===== config.mk =====
export PLATFORM = sky130hd
export DESIGN_NAME = sram_strobe_ctrl
export DESIGN_NICKNAME = d
export VERILOG_FILES = /design/src/rtl/sram_ctrl_pkg.sv /design/src/rtl/sram_cyc_timer.sv /design/src/rtl/sram_seq_fsm.sv /design/src/rtl/sram_rd_capture.sv /design/src/rtl/sram_strobe_ctrl.sv
export SDC_FILE = /design/constraint.sdc
export NUM_CORES = 1
export LEC_CHECK = 0
export BUFFER_PORTS_ARGS = -buffer_cell sky130_fd_sc_hd__buf_2
export CORE_ASPECT_RATIO = 1.5
export CORE_UTILIZATION = 45
export DETAILED_ROUTE_END_ITERATION = 12
export GPL_ROUTABILITY_DRIVEN = 1
export PLACE_DENSITY = 0.84
export SYNTH_ARGS = -nofsm -noshare
export SYNTH_HDL_FRONTEND = slang
export SYNTH_SLANG_ARGS = --single-unit

===== constraint.sdc =====
create_clock -name clk -period 2.76 [get_ports clk]
set_input_delay 0.276 -clock clk [delete_from_list [all_inputs] [get_ports clk]]
set_output_delay 0.276 -clock clk [all_outputs]
set_load 0.01 [all_outputs]

===== src/rtl/sram_ctrl_pkg.sv =====
package sram_ctrl_pkg;

    typedef enum logic [2:0] {
        ST_IDLE,
        ST_SETUP,
        ST_RD_ACT,
        ST_WR_CE,
        ST_WR_PULSE,
        ST_WR_HOLD,
        ST_WR_REC
    } seq_state_e;

    typedef struct packed {
        logic ce_n;
        logic oe_n;
        logic we_n;
        logic dq_oe;
    } strobe_s;

    localparam strobe_s STB_QUIET = '{ce_n: 1'b1, oe_n: 1'b1, we_n: 1'b1, dq_oe: 1'b0};

    // Whole cycles covering a time in ns, never less than one.
    function automatic int ns_to_cyc(input int ns, input int clk_ns);
        int c;
        c = (ns + clk_ns - 1) / clk_ns;
        if (c < 1) c = 1;
        return c;
    endfunction

    function automatic int max2(input int a, input int b);
        return (a > b) ? a : b;
    endfunction

    // Pin pattern held during each phase.
    function automatic strobe_s phase_strobes(input seq_state_e st);
        strobe_s s;
        s = STB_QUIET;
        case (st)
            ST_RD_ACT:   begin s.ce_n = 1'b0; s.oe_n = 1'b0; end
            ST_WR_CE:    begin s.ce_n = 1'b0; end
            ST_WR_PULSE: begin s.ce_n = 1'b0; s.we_n = 1'b0; s.dq_oe = 1'b1; end
            ST_WR_HOLD:  begin s.ce_n = 1'b0; s.dq_oe = 1'b1; end
            default:     s = STB_QUIET;
        endcase
        return s;
    endfunction

endpackage


===== src/rtl/sram_cyc_timer.sv =====
module sram_cyc_timer #(
    parameter int CNT_W = 4
) (
    input  logic             clk,
    input  logic             rst,
    input  logic             load,
    input  logic [CNT_W-1:0] load_val,
    output logic             last
);

    logic [CNT_W-1:0] cnt_d, cnt_q;

    always_comb begin
        cnt_d = cnt_q;
        if (load)
            cnt_d = load_val - 1'b1;
        else if (cnt_q != '0)
            cnt_d = cnt_q - 1'b1;
    end

    always_ff @(posedge clk) begin
        if (rst) cnt_q <= '0;
        else     cnt_q <= cnt_d;
    end

    assign last = (cnt_q == '0);

    // a phase is never given zero length
    p_load_nonzero_r8: assert property (@(posedge clk) disable iff (rst)
        load |-> (load_val != '0));

endmodule


===== src/rtl/sram_seq_fsm.sv =====
module sram_seq_fsm
    import sram_ctrl_pkg::*;
#(
    parameter int ADDR_W = 13,
    parameter int DATA_W = 8,
    parameter int CNT_W  = 4,
    parameter int AS_C   = 1,
    parameter int RD_C   = 8,
    parameter int WP_C   = 5,
    parameter int DH_C   = 1,
    parameter int WR_C   = 1
) (
    input  logic              clk,
    input  logic              rst,
    input  logic              req,
    input  logic              req_we,
    input  logic [ADDR_W-1:0] req_addr,
    input  logic [DATA_W-1:0] req_wdata,
    input  logic              t_last,
    output logic              t_load,
    output logic [CNT_W-1:0]  t_val,
    output logic              ready,
    output logic              capture,
    output logic              ce_n,
    output logic              oe_n,
    output logic              we_n,
    output logic              dq_oe,
    output logic [ADDR_W-1:0] mem_addr,
    output logic [DATA_W-1:0] mem_wdata
);

    typedef struct packed {
        seq_state_e        st;
        strobe_s           stb;
        logic [ADDR_W-1:0] addr;
        logic [DATA_W-1:0] wdata;
        logic              wr;
    } fsm_s;

    fsm_s r_q, r_d;

    always_comb begin
        r_d    = r_q;
        t_load = 1'b0;
        t_val  = CNT_W'(1);
        case (r_q.st)
            ST_IDLE: begin
                if (req) begin
                    r_d.addr  = req_addr;
                    r_d.wdata = req_wdata;
                    r_d.wr    = req_we;
                    r_d.st    = ST_SETUP;
                    t_load    = 1'b1;
                    t_val     = CNT_W'(AS_C);
                end
            end
            ST_SETUP: begin
                if (t_last) begin
                    t_load = 1'b1;
                    if (r_q.wr) begin
                        r_d.st = ST_WR_CE;
                        t_val  = CNT_W'(1);
                    end else begin
                        r_d.st = ST_RD_ACT;
                        t_val  = CNT_W'(RD_C);
                    end
                end
            end
            ST_RD_ACT: begin
                if (t_last) r_d.st = ST_IDLE;
            end
            ST_WR_CE: begin
                if (t_last) begin
                    r_d.st = ST_WR_PULSE;
                    t_load = 1'b1;
                    t_val  = CNT_W'(WP_C);
                end
            end
            ST_WR_PULSE: begin
                if (t_last) begin
                    r_d.st = ST_WR_HOLD;
                    t_load = 1'b1;
                    t_val  = CNT_W'(DH_C);
                end
            end
            ST_WR_HOLD: begin
                if (t_last) begin
                    r_d.st = ST_WR_REC;
                    t_load = 1'b1;
                    t_val  = CNT_W'(WR_C);
                end
            end
            ST_WR_REC: begin
                if (t_last) r_d.st = ST_IDLE;
            end
            default: r_d.st = ST_IDLE;
        endcase
        r_d.stb = phase_strobes(r_d.st);
    end

    always_ff @(posedge clk) begin
        if (rst) begin
            r_q.st    <= ST_IDLE;
            r_q.stb   <= STB_QUIET;
            r_q.addr  <= '0;
            r_q.wdata <= '0;
            r_q.wr    <= 1'b0;
        end else begin
            r_q <= r_d;
        end
    end

    assign ready     = (r_q.st == ST_IDLE);
    assign capture   = (r_q.st == ST_RD_ACT) && t_last;
    assign ce_n      = r_q.stb.ce_n;
    assign oe_n      = r_q.stb.oe_n;
    assign we_n      = r_q.stb.we_n;
    assign dq_oe     = r_q.stb.dq_oe;
    assign mem_addr  = r_q.addr;
    assign mem_wdata = r_q.wdata;

    // Assertion support: width of the write pulse and the gap since it ended
    logic [CNT_W:0] wp_cnt_q;
    logic [CNT_W:0] rec_cnt_q;

    always_ff @(posedge clk) begin
        if (rst) begin
            wp_cnt_q  <= '0;
            rec_cnt_q <= (CNT_W+1)'(WR_C);
        end else begin
            wp_cnt_q <= we_n ? '0 : wp_cnt_q + 1'b1;
            if (!we_n)
                rec_cnt_q <= '0;
            else if (rec_cnt_q < (CNT_W+1)'(WR_C))
                rec_cnt_q <= rec_cnt_q + 1'b1;
        end
    end

    p_idle_quiet_r1: assert property (@(posedge clk) disable iff (rst)
        ready |-> (ce_n && we_n && oe_n && !dq_oe));

    p_busy_holds_addr_r2: assert property (@(posedge clk) disable iff (rst)
        !ready |=> $stable(mem_addr));

    p_ce_leads_we_r4: assert property (@(posedge clk) disable iff (rst)
        $fell(we_n) |-> $past(!ce_n));

    p_we_closes_first_r4: assert property (@(posedge clk) disable iff (rst)
        $rose(ce_n) |-> $past(we_n));

    p_pulse_width_r4: assert property (@(posedge clk) disable iff (rst)
        $rose(we_n) |-> (wp_cnt_q >= (CNT_W+1)'(WP_C)));

    p_hold_after_close_r5: assert property (@(posedge clk) disable iff (rst)
        $rose(we_n) |-> (dq_oe && $stable(mem_wdata)));

    p_no_drive_when_oe_r5: assert property (@(posedge clk) disable iff (rst)
        !oe_n |-> !dq_oe);

    p_addr_frozen_r6: assert property (@(posedge clk) disable iff (rst)
        (!ce_n && $past(!ce_n)) |-> $stable(mem_addr));

    p_recovery_r7: assert property (@(posedge clk) disable iff (rst)
        $fell(ce_n) |-> (rec_cnt_q >= (CNT_W+1)'(WR_C)));

endmodule


===== src/rtl/sram_rd_capture.sv =====
module sram_rd_capture #(
    parameter int DATA_W = 8
) (
    input  logic              clk,
    input  logic              rst,
    input  logic              capture,
    input  logic [DATA_W-1:0] dq_in,
    output logic              rvalid,
    output logic [DATA_W-1:0] rdata
);

    typedef struct packed {
        logic              valid;
        logic [DATA_W-1:0] data;
    } cap_s;

    cap_s c_d, c_q;

    always_comb begin
        c_d       = c_q;
        c_d.valid = capture;
        if (capture) c_d.data = dq_in;
    end

    always_ff @(posedge clk) begin
        if (rst) c_q <= '0;
        else     c_q <= c_d;
    end

    assign rvalid = c_q.valid;
    assign rdata  = c_q.data;

    p_rvalid_single_r3: assert property (@(posedge clk) disable iff (rst)
        rvalid |=> !rvalid);

endmodule


===== src/rtl/sram_strobe_ctrl.sv =====
module sram_strobe_ctrl
    import sram_ctrl_pkg::*;
#(
    parameter int ADDR_W        = 13,
    parameter int DATA_W        = 8,
    parameter int CLK_PERIOD_NS = 20,
    parameter int T_AS_NS       = 0,
    parameter int T_ACC_NS      = 150,
    parameter int T_CO_NS       = 150,
    parameter int T_OE_NS       = 70,
    parameter int T_RC_NS       = 150,
    parameter int T_WC_NS       = 150,
    parameter int T_WP_NS       = 90,
    parameter int T_DS_NS       = 50,
    parameter int T_DH_NS       = 10,
    parameter int T_WR_NS       = 10
) (
    input  logic              clk,
    input  logic              rst,
    input  logic              req,
    input  logic              req_we,
    input  logic [ADDR_W-1:0] req_addr,
    input  logic [DATA_W-1:0] req_wdata,
    output logic              ready,
    output logic              rvalid,
    output logic [DATA_W-1:0] rdata,
    output logic              sram_ce_n,
    output logic              sram_oe_n,
    output logic              sram_we_n,
    output logic [ADDR_W-1:0] sram_addr,
    output logic [DATA_W-1:0] sram_dq_out,
    output logic              sram_dq_oe,
    input  logic [DATA_W-1:0] sram_dq_in
);

    localparam int AS_C  = ns_to_cyc(T_AS_NS, CLK_PERIOD_NS);
    localparam int ACC_C = max2(max2(ns_to_cyc(T_ACC_NS, CLK_PERIOD_NS),
                                     ns_to_cyc(T_CO_NS, CLK_PERIOD_NS)),
                                ns_to_cyc(T_OE_NS, CLK_PERIOD_NS));
    localparam int RC_C  = ns_to_cyc(T_RC_NS, CLK_PERIOD_NS);
    localparam int WC_C  = ns_to_cyc(T_WC_NS, CLK_PERIOD_NS);
    localparam int DH_C  = ns_to_cyc(T_DH_NS, CLK_PERIOD_NS);
    localparam int WR_C  = ns_to_cyc(T_WR_NS, CLK_PERIOD_NS);
    localparam int RD_C  = max2(ACC_C, max2(RC_C - AS_C, 1));
    localparam int WP_C  = max2(max2(ns_to_cyc(T_WP_NS, CLK_PERIOD_NS),
                                     ns_to_cyc(T_DS_NS, CLK_PERIOD_NS)),
                                max2(WC_C - AS_C - 1 - DH_C, 1));
    localparam int MAX_C = max2(max2(AS_C, RD_C), max2(max2(WP_C, DH_C), WR_C));
    localparam int CNT_W = $clog2(MAX_C + 1);

    logic             t_load;
    logic [CNT_W-1:0] t_val;
    logic             t_last;
    logic             capture;

    sram_cyc_timer #(.CNT_W(CNT_W)) u_timer (
        .clk      (clk),
        .rst      (rst),
        .load     (t_load),
        .load_val (t_val),
        .last     (t_last)
    );

    sram_seq_fsm #(
        .ADDR_W (ADDR_W),
        .DATA_W (DATA_W),
        .CNT_W  (CNT_W),
        .AS_C   (AS_C),
        .RD_C   (RD_C),
        .WP_C   (WP_C),
        .DH_C   (DH_C),
        .WR_C   (WR_C)
    ) u_fsm (
        .clk       (clk),
        .rst       (rst),
        .req       (req),
        .req_we    (req_we),
        .req_addr  (req_addr),
        .req_wdata (req_wdata),
        .t_last    (t_last),
        .t_load    (t_load),
        .t_val     (t_val),
        .ready     (ready),
        .capture   (capture),
        .ce_n      (sram_ce_n),
        .oe_n      (sram_oe_n),
        .we_n      (sram_we_n),
        .dq_oe     (sram_dq_oe),
        .mem_addr  (sram_addr),
        .mem_wdata (sram_dq_out)
    );

    sram_rd_capture #(.DATA_W(DATA_W)) u_cap (
        .clk     (clk),
        .rst     (rst),
        .capture (capture),
        .dq_in   (sram_dq_in),
        .rvalid  (rvalid),
        .rdata   (rdata)
    );

endmodule


**Word level (Yosys, flattened, before mapping)**

Cells that the tools add are included.

- Add/subtract/negate cells: 2
- Equality and inequality tests: 10
- Multiplexer cells: 21
- Reduce and logical (&&, ||, !) cells: 10

Operators with widths:

| kind | number |
|---|---|
| 3-bit 2-to-1 mux | 7 |
| 3-bit case mux with 6 select lines | 1 |
| 4-bit 2-to-1 mux | 4 |
| 3-bit == test, second input constant | 5 |
| 3-bit by 2-bit == test with 1-bit output, second input constant | 4 |
| 4-bit case mux with 2 select lines | 1 |
| 4-bit OR reduction | 2 |
| 4-bit by 1-bit subtractor with 4-bit output, second input constant | 2 |
| 1-bit 2-to-1 mux | 7 |
| 4-bit zero test | 1 |
| 4-bit nonzero test | 1 |
| 2-bit OR reduction | 2 |
| 3-bit by 1-bit == test with 1-bit output, second input constant | 1 |
| 3-bit zero test | 1 |
| 1-bit case mux with 2 select lines | 1 |
| 2-bit AND reduction | 1 |
| 2-bit nonzero test | 1 |
| 1-bit logical AND | 1 |

- Output and inout port bits: 35
- Input port bits: 33
- Register bits after elaboration: 42
- Word-level logic and storage cells: 54

**Depth between registers and ports, before layout**

Gate-level depths: netlist of run 1.

- Depth after elaboration: 6
- Depth in mapped cells: 8
- Depth with buffers taken out: 6

**Hierarchy**

Synthesis of run 1 repeated with hierarchy kept, for this count alone.

- Cells, all modules: 215
- Area, all modules: 1864.3 um^2

By module, submodules not included:

| module | instances | area an instance (um^2) | sequential area each (um^2) | cells each |
|---|---|---|---|---|
| sram_seq_fsm | 1 | 1328.8 | 580.6 | 165 |
| sram_rd_capture | 1 | 312.8 | 180.2 | 28 |
| sram_cyc_timer | 1 | 222.7 | 80.1 | 22 |

**Worst setup path after synthesis of run 1**

OpenSTA, ideal clock, no wires.

- Kind: register to register
- Start: reg u_timer.cnt_q[0]
- End: reg u_timer.cnt_q[2]
- Path slack: 0.839 ns
- Data arrival time: 1.803 ns
- Required time: 2.642 ns
- Stages on the path, launching flop included: 7
- Setup time: 0.118 ns
- Buffers on the path: 0
- Period minus slack after synthesis: 1.921 ns
- Path through: dfxtp_1 > or4_4 > or4_1 > o31ai_1 > ha_1 > a21o_1 > a21oi_1

- Word-level cells in the longest chain between the ends: 5
- Elaborated cells between the ends (all ways): 12
- Classes of those cells: 2 x add/sub; 7 x mux; 3 x reduce/logical

RTL lines:

| element | line | text |
|---|---|---|
| start, declared | sram_cyc_timer.sv:11 | `logic [CNT_W-1:0] cnt_d, cnt_q;` |
| start signal, assigned | sram_cyc_timer.sv:23 | `else cnt_q <= cnt_d;` |
| 4-bit zero test | sram_cyc_timer.sv:26 | `assign last = (cnt_q == '0);` |
| 4-bit 2-to-1 mux / 3-bit 2-to-1 mux (equally long branches) | sram_seq_fsm.sv:58, sram_seq_fsm.sv:73 |  |
| 4-bit case mux with 2 select lines | sram_seq_fsm.sv:46 | `case (r_q.st)` |
| 4-bit by 1-bit subtractor with 4-bit output | sram_cyc_timer.sv:16 | `cnt_d = load_val - 1'b1;` |
| 4-bit 2-to-1 mux | sram_cyc_timer.sv:15 | `if (load)` |

Parallel ways exist; a longest one is shown, timed or not. The select of a mux whose other input is x is not followed.
A chain may end at the register's enable or synchronous reset.

**Final worst setup path of run 1**

Same ends and word-level chain as after synthesis.

==> summary.txt, run 1 <==
Die
  – I/O pin total: 68
  – Row count: 27
  – Core area: 3720 um2
  – Die height: 78.6 um
  – Starting Density: 0.473
  – Die ar.: 4170 um2
  – Die extent in x: 53.1 um

Global routing
  – Initial antenna violation count: 0
  – Largest net degree at the start of global routing: 38
  – First-pass GRT wire length: 5580 um
  – Total GRT Usage: 0.184
  – Vias in the first global route: 1352
  – Total gr overflow: 0

Critical path
  – Kind of critical path: flop to flop
  – Top delay family on crit path: simple AND/OR/NAND/NOR gates
  – CP max stage delay: 0.57 ns
  – Crit end category: flop
  – R2R Path End: u_timer.cnt_q[2]
  – CP Data Required Time: 2.99 ns
  – Critical Path Start Type: flop
  – Cells on worst reg2reg path: 6
  – CP max FO: 5
  – R2R Setup Slk: 0.70 ns
  – Crit path arrival time: 2.29 ns
  – Critical path launch point: u_timer.cnt_q[0]
  – Cell Chain, Critical Path: or4_4 > or4_1 > o31ai_1 > ha_1 > nand3_1 > a21oi_1
  – Worst path buffer plus inverter count: 0
  – FF-to-FF Start: u_timer.cnt_q[0]
  – Slowest-stage cell, CP: or4_4

Logic synthesis
  – Synth Flop Type: dfxtp_1
  – Post-synthesis cell count: 206
  – Sequential fraction of the synthesis area: 0.478
  – Yosys cell types: 32
  – Mapped Nets: 240
  – Synthesized cell area: 1760 um2
  – EDFF count, synth: 0
  – Area leader, netlist: dfxtp_1
  – Post-synth top cells: nand2_1 (49), dfxtp_1 (42), a21oi_1 (26), buf_4 (21), nor2_1 (13)
  – Area contributors post-synth: dfxtp_1 (48%), nand2_1 (10%), buf_4 (9.0%)
  – Asr flop ratio synth: 0
  – Post-Syn Area per Cell: 8.54 um2
  – Synth warn: 0
  – FF+latch count, synth: 42
  – Area share of the largest cell type after synthesis: 0.478
  – Most frequent cell after synthesis: nand2_1

Clock tree
  – Clock Sinks: 42
  – Worst-skew pair later-pin latency: 0.29 ns
  – Num CTS Buffers: 5
  – Resize count post-CTS: 0
  – Setup Buffers After CTS: 0
  – Hold buffers post-CTS: 0
  – CTS clk-pin slew, worst paths: 0.08 ns
  – CTS max path bufs: 2
  – H-tree depth: 2
  – CTS tree: built
  – Clk root buf: clkbuf_8

Drt
  – Initial detailed-routing violation count: 37
  – Post-route ant nets: 0
  – DR pass1 iterations: 4
  – WL per Instance: 11.7 um
  – Vias per cell: 5.02
  – DRC errors left: 0
  – Final wirelength: 3430 um
  – Total vias in the final route: 1470

Timing
  – Least-Margin Pin Slew: 0.665 ns
  – Final period util: 0.746
  – Unrepaired setup endpoints after global routing: false
  – Fin. Hold Viols: 0
  – Slew HR: 0.557
  – Setup Viol. Count Final: 0
  – Final Max Slew Viols: 0
  – Setup tns final: 0 ns
  – Fin crit period: 2.06 ns
  – Skew final: 0.00245 ns
  – FMAX: 486 MHz

Job
  – Max-Cap Viols: 0

Pwr
  – Clock share of power: 0.223
  – P_leak: 0.989 nW
  – Pwr dens: 881 nW/um2
  – Net Sw Power: 0.000629 W
  – Cell Int Power: 0.00118 W
  – VDD IR-drop max: 0.000491 V
  – Sw frac: 0.348
  – Share of total power in combinational logic: 0.337
  – Seq pwr share: 0.440
  – Pwr Total: 0.00181 W

Min path
  – Hold_sp: req_wdata[0]
  – Hold endpoint: u_fsm.mem_wdata[0]
  – Hold Path Depth: 3
  – Worst hold path type: input port to flop

Place
  – Dpl hpwl: 2480 um
  – Final GP Congestion: 0.813
  – PortBufs: 67

Cells and area
  – Seq. cell area: 841 um2
  – Final #Nets: 283
  – Area Growth Syn to Fin: 16.7%
  – Share of layout cells above drive strength 1: 0.332
  – # diodes: 0
  – Multi-input logic area: 698 um2
  – Filler cell count: 375

Status
  – Status: complete, no violations
## state kept, by name, summed over array words and instances (netlist names)
register,cells
u_fsm.we_n,1
u_fsm.mem_wdata,8
u_fsm.r_q,4
u_fsm.ce_n,1
u_cap.rvalid,1
u_fsm.mem_addr,13
u_cap.rdata,8
u_fsm.dq_oe,1
u_timer.cnt_q,4
u_fsm.oe_n,1
## cells by family after synthesis
family / after synthesis / synth area share
muxes: 9 / 0.0512
AOI/OAI and AO/OA: 38 / 0.129
and+or+nand+nor: 80 / 0.207
DFF: 42 / 0.478
buffers and inverters: 36 / 0.128
adders and majority gates: 1 / 0.00711
## cell usage in the layout, fill, tap and decap left out, drive strengths merged
master	instances
inv	2
ha	1
nor2	13
nand4b	1
clkinvlp	1
nor4	1
o21ai	3
o211a	1
or3	1
clkbuf	6
o31ai	2
nor3	2
a21oi	26
or4b	1
a21o	2
buf	70
dfxtp	42
a2111oi	1
or4	2
nor4b	1
clkinv	1
a221oi	1
nand2b	4
a41o	1
a21boi	1
mux2i	9
nand2	49
nand3	3
nor2b	2
## worst max path at each step
stage | slack [ns] | endpoint | cells after the start
after floorplan | 0.84 | u_timer.cnt_q[2] | 6
after global placement | 0.79 | u_timer.cnt_q[2] | 6
after detailed placement | 0.72 | u_timer.cnt_q[2] | 6
after CTS | 0.70 | u_timer.cnt_q[2] | 6
after global routing | 0.60 | u_timer.cnt_q[2] | 6
final | 0.70 | u_timer.cnt_q[2] | 6
## power by group through the flow
| stage | Sequential [W] | Combinational, W | Clock, W |
|---|---|---|---|
| after floorplan | 0.000786 | 0.000507 | 0 |
| after global placement | 0.000805 | 0.000604 | 0 |
| after detailed placement | 0.000809 | 0.000618 | 0 |
| after CTS | 0.000796 | 0.000620 | 0.000422 |
| after global routing | 0.000811 | 0.000691 | 0.000450 |
| final | 0.000796 | 0.000610 | 0.000403 |
## layout make-up
class / instances / area share
clock inverters: 2 / 0.00609
inverters: 2 / 0.00366
flip-flops and latches: 42 / 0.410
clock buffers: 6 / 0.0402
repair buffers: 70 / 0.174
well taps: 43 / 0.0262
multi-input cells: 128 / 0.340
## stage by stage
stage	std cells	cell area [um2]	setup slack [ns]	hold slack, ns	util
after detailed placement	285	1960	0.718	0.444	0.527
after global placement	285	1960	0.792	0.439	0.527
after CTS	293	2050	0.702	0.200	0.553
after floorplan	206	1760	0.839	0.412	-
final	293	2050	0.702	0.213	0.553
after global routing	293	2050	0.602	0.198	0.553
## routing by layer
layer / GRT usage / vias up / wire, um
li1: - / 747 / -
met1: 0.189 / 661 / 1340
met2: 0.316 / 54 / 1800
met3: 0.0620 / 8 / 210
met4: 0.0947 / 0 / 83
met5: 0 / - / 0
## worst min-delay path: stages
cell     delay (ns)
buf_2          0.09
nand2_1        0.04
a21oi_1        0.05
Note: power is estimated with default switching activity, not from simulation.
==> inputs of run 2 (changes only) <==
==> constraint.sdc (replaced) <==
create_clock -name clk -period 2 [get_ports clk]
set_input_delay 0.2 -clock clk [delete_from_list [all_inputs] [get_ports clk]]
set_output_delay 0.2 -clock clk [all_outputs]
set_load 0.01 [all_outputs]
==> run 2 against run 1 <==
Sequential cell count is the same. Clock power up 65%. Maximum frequency is 4.3% higher. Largest cell class unchanged.
==> summary.txt, run 2 (synthesis gave the netlist of run 1 again) <==
Clock tree
  – Num CTS Buffers: 5 (unchanged)
  – Worst-skew pair later-pin latency: 0.28 ns (was 0.29 ns)
  – Hold buffers post-CTS: 0 (unchanged)
  – Clock Sinks: 42 (unchanged)
  – CTS max path bufs: 2 (unchanged)
  – H-tree depth: 2 (unchanged)
  – Clk root buf: clkbuf_8 (unchanged)
  – CTS clk-pin slew, worst paths: 0.07 ns (was 0.08 ns)
  – CTS tree: built (unchanged)

Cells and area
  – Filler cell count: 337 (was 375)
  – Largest register FFs: 13 (unchanged)
  – Most common cell after layout, fill and taps aside: buf_2 (unchanged)
  – Commonest non-fill, non-tap cells in the layout: buf_2 (67), nand2_1 (49), dfxtp_1 (41) (was buf_2 (67), nand2_1 (49), dfxtp_1 (42))
  – # diodes: 0 (unchanged)
  – Multi-input logic area: 722 um2 (was 698 um2)
  – Seq. cell area: 842 um2 (was 841 um2)
  – Share of layout cells above drive strength 1: 0.362 (was 0.332)
  – Final #Nets: 288 (was 283)
  – Area Growth Syn to Fin: 21.3% (was 16.7%)

Critical path
  – Top delay family on crit path: simple AND/OR/NAND/NOR gates (unchanged)
  – CP max FO: 3 (was 5)
  – Kind of critical path: flop to flop (unchanged)
  – Cell Chain, Critical Path: or4_4 > or4_4 > o31ai_4 > ha_2 > nand3_1 > a21oi_2 (was or4_4 > or4_1 > o31ai_1 > ha_1 > nand3_1 > a21oi_1)
  – Critical Path Start Type: flop (unchanged)
  – CP max stage delay: 0.55 ns (was 0.57 ns)
  – Crit end category: flop (unchanged)
  – Crit path arrival time: 2.19 ns (was 2.29 ns)
  – R2R Setup Slk: 0.03 ns (was 0.70 ns)
  – CP Data Required Time: 2.22 ns (was 2.99 ns)
  – Crit path top cell by count: or4_4
  – Slowest-stage cell, CP: or4_4 (unchanged)
  – Worst path buffer plus inverter count: 0 (unchanged)

Global routing
  – Total GRT Usage: 0.184 (about the same)
  – First-pass GRT wire length: 5640 um (was 5580 um)
  – Largest net degree at the start of global routing: 30 (was 38)
  – Vias in the first global route: 1363 (was 1352)
  – Initial antenna violation count: 0 (unchanged)
  – Total gr overflow: 0 (unchanged)

Timing
  – Final period util: 0.987 (was 0.746)
  – Setup tns final: 0 ns (unchanged)
  – Final Max Slew Viols: 0 (unchanged)
  – Final worst setup slack: 0.0261 ns (was 0.702 ns)
  – Fin crit period: 1.97 ns (was 2.06 ns)
  – Setup Viol. Count Final: 0 (unchanged)
  – Least-Margin Pin Slew: 0.496 ns (was 0.665 ns)
  – FMAX: 507 MHz (was 486 MHz)
  – Unrepaired setup endpoints after global routing: true (was false)
  – Fin. Hold Viols: 0 (unchanged)
  – Skew final: 0.00305 ns (was 0.00245 ns)
  – Slew HR: 0.667 (was 0.557)

Job
  – Max-Cap Viols: 0 (unchanged)

Pwr
  – VDD IR-drop max: 0.000811 V (was 0.000491 V)
  – Sw frac: 0.330 (was 0.348)
  – Cell Int Power: 0.00183 W (was 0.00118 W)
  – Net Sw Power: 0.000903 W (was 0.000629 W)
  – Seq pwr share: 0.394 (was 0.440)
  – Clock share of power: 0.243 (was 0.223)
  – Pwr dens: 1280 nW/um2 (was 881 nW/um2)
  – Share of total power in combinational logic: 0.363 (was 0.337)
  – P_leak: 1.03 nW (was 0.989 nW)

Place
  – Dpl hpwl: 2510 um (was 2480 um)
  – Final GP Congestion: 0.853 (was 0.813)
  – Post-place setup slack: -0.0552 ns (was 0.718 ns)
  – PortBufs: 67 (unchanged)

Die
  – Die ar.: 4170 um2 (unchanged)
  – Row count: 27 (unchanged)
  – Die extent in x: 53.1 um (unchanged)
  – Core area: 3720 um2 (unchanged)
  – I/O pin total: 68 (unchanged)
  – Starting Density: 0.473 (unchanged)
  – Die height: 78.6 um (unchanged)

Drt
  – Vias per cell: 4.99 (was 5.02)
  – Post-route ant nets: 0 (unchanged)
  – DRC errors left: 0 (unchanged)
  – WL per Instance: 11.8 um (was 11.7 um)
  – Total vias in the final route: 1482 (was 1470)
  – Final wirelength: 3490 um (was 3430 um)
  – DR pass1 iterations: 4 (unchanged)
  – Initial detailed-routing violation count: 15 (was 37)

Min path
  – Worst hold path type: input port to flop (unchanged)

Status
  – Status: complete, no violations (unchanged)
run 2: cell count changes in the layout (fill, tap and decap cells not counted), sizes merged:
cell      change
buf           +5
bufinv        +1
clkinv        -1
clkinvlp      -1
run 2: worst paths after layout:
kind                                   startpoint  depth (start not counted)                 to
worst min-delay path                sram_dq_in[3]                          3     u_cap.rdata[3]
worst max register to register   u_timer.cnt_q[0]                          6   u_timer.cnt_q[2]
worst max-delay path             u_timer.cnt_q[0]                          6   u_timer.cnt_q[2]
worst min register to register  u_fsm.mem_addr[5]                          2  u_fsm.mem_addr[5]
run 2: routing by layer:
metal,GRT usage,share of wire,vias to the layer above
met2,0.330,0.50,41
li1,-,-,757
met1,0.194,0.44,679
met3,0.0543,0.050,5
met4,0.0632,0.012,0
met5,0,0,-
run 2: layout make-up:
cell class	instances	share of cell area
inverter	2	0.00352
multi-input combinational	128	0.338
tap	43	0.0252
clock inverter	1	0.0141
sequential	42	0.395
timing repair buffer	75	0.185
clock buffer	6	0.0387
run 2: power groups by stage:
stage	sequential [W]	clock [W]	combinational (W)
finish	0.00108	0.000663	0.000993
global route	0.00110	0.000728	0.00111
CTS	0.00108	0.000688	0.000989
detailed placement	0.00109	0	0.000937
global placement	0.00108	0	0.000915
floorplan	0.00108	0	0.000700
run 2: metrics by stage:
| stage | total power [W] | area (um2) | utilization | cells | hold slack (ns) |
|---|---|---|---|---|---|
| 2_1_floorplan | 0.00178 | 1760 | - | 206 | 0.336 |
| 3_3_place_gp | 0.00200 | 2000 | 0.537 | 290 | 0.431 |
| 4_1_cts | 0.00275 | 2130 | 0.574 | 297 | 0.131 |
| 3_5_place_dp | 0.00203 | 2000 | 0.537 | 290 | 0.438 |
| 5_1_grt | 0.00293 | 2130 | 0.574 | 297 | 0.135 |
| 6_report | 0.00273 | 2130 | 0.574 | 297 | 0.142 |
run 2: worst register-to-register path, delay by kind of cell (launching register included):
kind	cells	cell delay, ns
DFF	1	0.35
and+or+nand+nor	3	1.09
adders and majority gates	1	0.23
AOI/OAI and AO/OA	2	0.24
run 2: what timing repair did:
action                                  in CTS  in global routing
pin swaps                                    3                  2
setup buffers                                0                  0
hold endpoints to repair                     0                  0
gates resized for setup                      6                  0
endpoints found under the setup margin       1                  1
==> inputs of run 3 (changes only) <==
--- a/config.mk
+++ b/config.mk
@@ -7,6 +7,7 @@
 export LEC_CHECK = 0
 export BUFFER_PORTS_ARGS = -buffer_cell sky130_fd_sc_hd__buf_2
 export CORE_ASPECT_RATIO = 1.5
+export CORE_MARGIN = 2
 export CORE_UTILIZATION = 45
 export DETAILED_ROUTE_END_ITERATION = 12
 export GPL_ROUTABILITY_DRIVEN = 1
==> run 3 against run 2 <==
Cell count rose by 0.34%. Critical path depth shrank 1. Non-clock buffer count decreased by 1. Critical endpoint is now u_cap.rdata[3]. Cell area down 0.94%. Clock power decreased by 21%. Register-to-register slack about the same. Power down 3.8%. Maximum frequency shrank 0.51%. Clock skew decreased by 0.00093 ns. Via count rose by 0.74%. Sequential share of layout area increased by 0.37 points. Die area up 6.4%.
==> summary.txt, run 3 (synthesis gave the netlist of run 1 again) <==
Status
  – Status: complete, no violations (unchanged)

Clock tree
  – Num CTS Buffers: 5 (unchanged)
  – Worst-skew pair later-pin latency: 0.29 ns (was 0.28 ns)
  – CTS max path bufs: 2 (unchanged)
  – CTS clk-pin slew, worst paths: 0.08 ns (was 0.07 ns)
  – CTS tree: built (unchanged)
  – H-tree depth: 2 (unchanged)
  – Clock Sinks: 42 (unchanged)
  – Hold buffers post-CTS: 0 (unchanged)
  – Clk root buf: clkbuf_8 (unchanged)

Timing
  – Skew final: 0.00212 ns (was 0.00305 ns)
  – Slew HR: 0.571 (was 0.667)
  – Fin. Hold Viols: 0 (unchanged)
  – Setup Viol. Count Final: 0 (unchanged)
  – Final period util: 0.992 (was 0.987)
  – Setup tns final: 0 ns (unchanged)
  – FMAX: 504 MHz (was 507 MHz)
  – Least-Margin Pin Slew: 0.643 ns (was 0.496 ns)
  – Final Max Slew Viols: 0 (unchanged)
  – Fin crit period: 1.98 ns (was 1.97 ns)
  – Unrepaired setup endpoints after global routing: true (unchanged)

Critical path
  – CP Data Required Time: 2.16 ns (was 2.22 ns)
  – Critical path launch point: u_timer.cnt_q[0] (unchanged)
  – Crit path arrival time: 2.14 ns (was 2.19 ns)
  – CP endpoint: u_cap.rdata[3] (was u_timer.cnt_q[2])
  – Crit end category: flop (unchanged)
  – Cells on worst reg2reg path: 5 (was 6)
  – Kind of critical path: flop to flop (unchanged)
  – R2R Path End: u_cap.rdata[3] (was u_timer.cnt_q[2])
  – FF-to-FF Start: u_timer.cnt_q[0] (unchanged)
  – Critical Path Start Type: flop (unchanged)
  – R2R Setup Slk: 0.02 ns (was 0.03 ns)
  – CP max FO: 5 (was 3)

Drt
  – DRC errors left: 0 (unchanged)
  – DR pass1 iterations: 4 (unchanged)
  – Total vias in the final route: 1493 (was 1482)
  – Vias per cell: 5.01 (was 4.99)
  – WL per Instance: 12.6 um (was 11.8 um)
  – Final wirelength: 3760 um (was 3490 um)
  – Post-route ant nets: 0 (unchanged)
  – Initial detailed-routing violation count: 43 (was 15)

Pwr
  – Net Sw Power: 0.000935 W (was 0.000903 W)
  – Cell Int Power: 0.00169 W (was 0.00183 W)
  – VDD IR-drop max: 0.000720 V (was 0.000811 V)
  – Clock share of power: 0.200 (was 0.243)
  – Pwr dens: 1240 nW/um2 (was 1280 nW/um2)
  – Share of total power in combinational logic: 0.388 (was 0.363)
  – Sw frac: 0.356 (was 0.330)
  – Seq pwr share: 0.412 (was 0.394)
  – P_leak: 1.02 nW (was 1.03 nW)

Job
  – Max-Cap Viols: 0 (unchanged)

Cells and area
  – # diodes: 0 (unchanged)
  – Seq. cell area: 842 um2 (unchanged)
  – Final #Nets: 288 (unchanged)
  – Multi-input logic area: 732 um2 (was 722 um2)
  – Commonest non-fill, non-tap cells in the layout: buf_2 (67), nand2_1 (49), dfxtp_1 (41) (unchanged)
  – Filler cell count: 369 (was 337)
  – Area Growth Syn to Fin: 20.1% (was 21.3%)
  – Share of layout cells above drive strength 1: 0.357 (was 0.362)
  – Most common cell after layout, fill and taps aside: buf_2 (unchanged)
  – Largest register FFs: 13 (unchanged)
  – Final core occ: 0.569 (was 0.574)

Die
  – Starting Density: 0.473 (unchanged)
  – Die height: 80.6 um (was 78.6 um)
  – Core area: 3720 um2 (unchanged)
  – Die extent in x: 55.1 um (was 53.1 um)
  – Row count: 27 (unchanged)
  – I/O pin total: 68 (unchanged)
  – Die ar.: 4440 um2 (was 4170 um2)

Global routing
  – Total GRT Usage: 0.171 (was 0.184)
  – First-pass GRT wire length: 5440 um (was 5640 um)
  – Largest net degree at the start of global routing: 38 (was 30)
  – Total gr overflow: 0 (unchanged)
  – Vias in the first global route: 1323 (was 1363)
  – Initial antenna violation count: 0 (unchanged)

Min path
  – Worst hold path type: input port to flop (unchanged)

Place
  – PortBufs: 67 (unchanged)
  – Final GP Congestion: 0.786 (was 0.853)
  – Dpl hpwl: 2580 um (was 2510 um)
run 3: power groups by stage:
stage | registers, W | clock network (W) | logic, W
floorplan | 0.00108 | 0 | 0.000700
global placement | 0.00108 | 0 | 0.000906
detailed placement | 0.00109 | 0 | 0.000923
CTS | 0.00108 | 0.000554 | 0.000949
global route | 0.00110 | 0.000586 | 0.00113
finish | 0.00108 | 0.000525 | 0.00102
run 3: area by class of cell:
| cell class | instances | share of cell area |
|---|---|---|
| sequential | 42 | 0.398 |
| multi-input combinational | 129 | 0.346 |
| timing repair buffer | 74 | 0.185 |
| clock buffer | 6 | 0.0343 |
| tap | 43 | 0.0255 |
| clock inverter | 2 | 0.00651 |
| inverter | 2 | 0.00355 |
run 3: worst min path at each step:
stage / startpoint / end / slack [ns] / cells past startpoint
5_1_grt: req_wdata[4] / u_fsm.mem_wdata[4] / 0.14 / 3
6_report: req_addr[0] / u_fsm.mem_addr[0] / 0.14 / 3
4_1_cts: req_addr[2] / u_fsm.mem_addr[2] / 0.13 / 3
3_3_place_gp: sram_dq_in[0] / u_cap.rdata[0] / 0.43 / 3
3_5_place_dp: sram_dq_in[0] / u_cap.rdata[0] / 0.44 / 3
2_1_floorplan: req_addr[0] / u_fsm.mem_addr[0] / 0.34 / 2
run 3: critical path: stages (launching register included):
cell	delay, ns
dfxtp_2	0.35
or4_4	0.52
buf_6	0.15
or4b_4	0.60
mux2i_1	0.18
nor2_1	0.05
run 3: metrics by stage:
stage / cells / hold WS (ns) / area [um2] / worst slack [ns] / power, W
after global routing: 298 / 0.137 / 2110 / -0.0476 / 0.00282
after detailed placement: 288 / 0.443 / 1980 / -0.000383 / 0.00202
after global placement: 288 / 0.430 / 1980 / 0.0512 / 0.00199
after floorplan: 206 / 0.336 / 1760 / 0.0790 / 0.00178
final: 298 / 0.138 / 2110 / 0.0159 / 0.00263
after CTS: 296 / 0.130 / 2080 / 0.00103 / 0.00258
run 3: what timing repair did:
action	4_1_cts	5_1_grt
resized for setup	3	4
gates cloned	0	1
setup buffers	0	1
pin swaps	1	4
setup endpoints to repair	1	2
run 3: per-layer routing:
metal | wire length, um | up-vias | GRT usage
met2 | 2040 | 44 | 0.313
met5 | 0 | - | 0
met4 | 76 | 0 | 0.0878
li1 | - | 760 | -
met1 | 1440 | 682 | 0.163
met3 | 207 | 7 | 0.0465
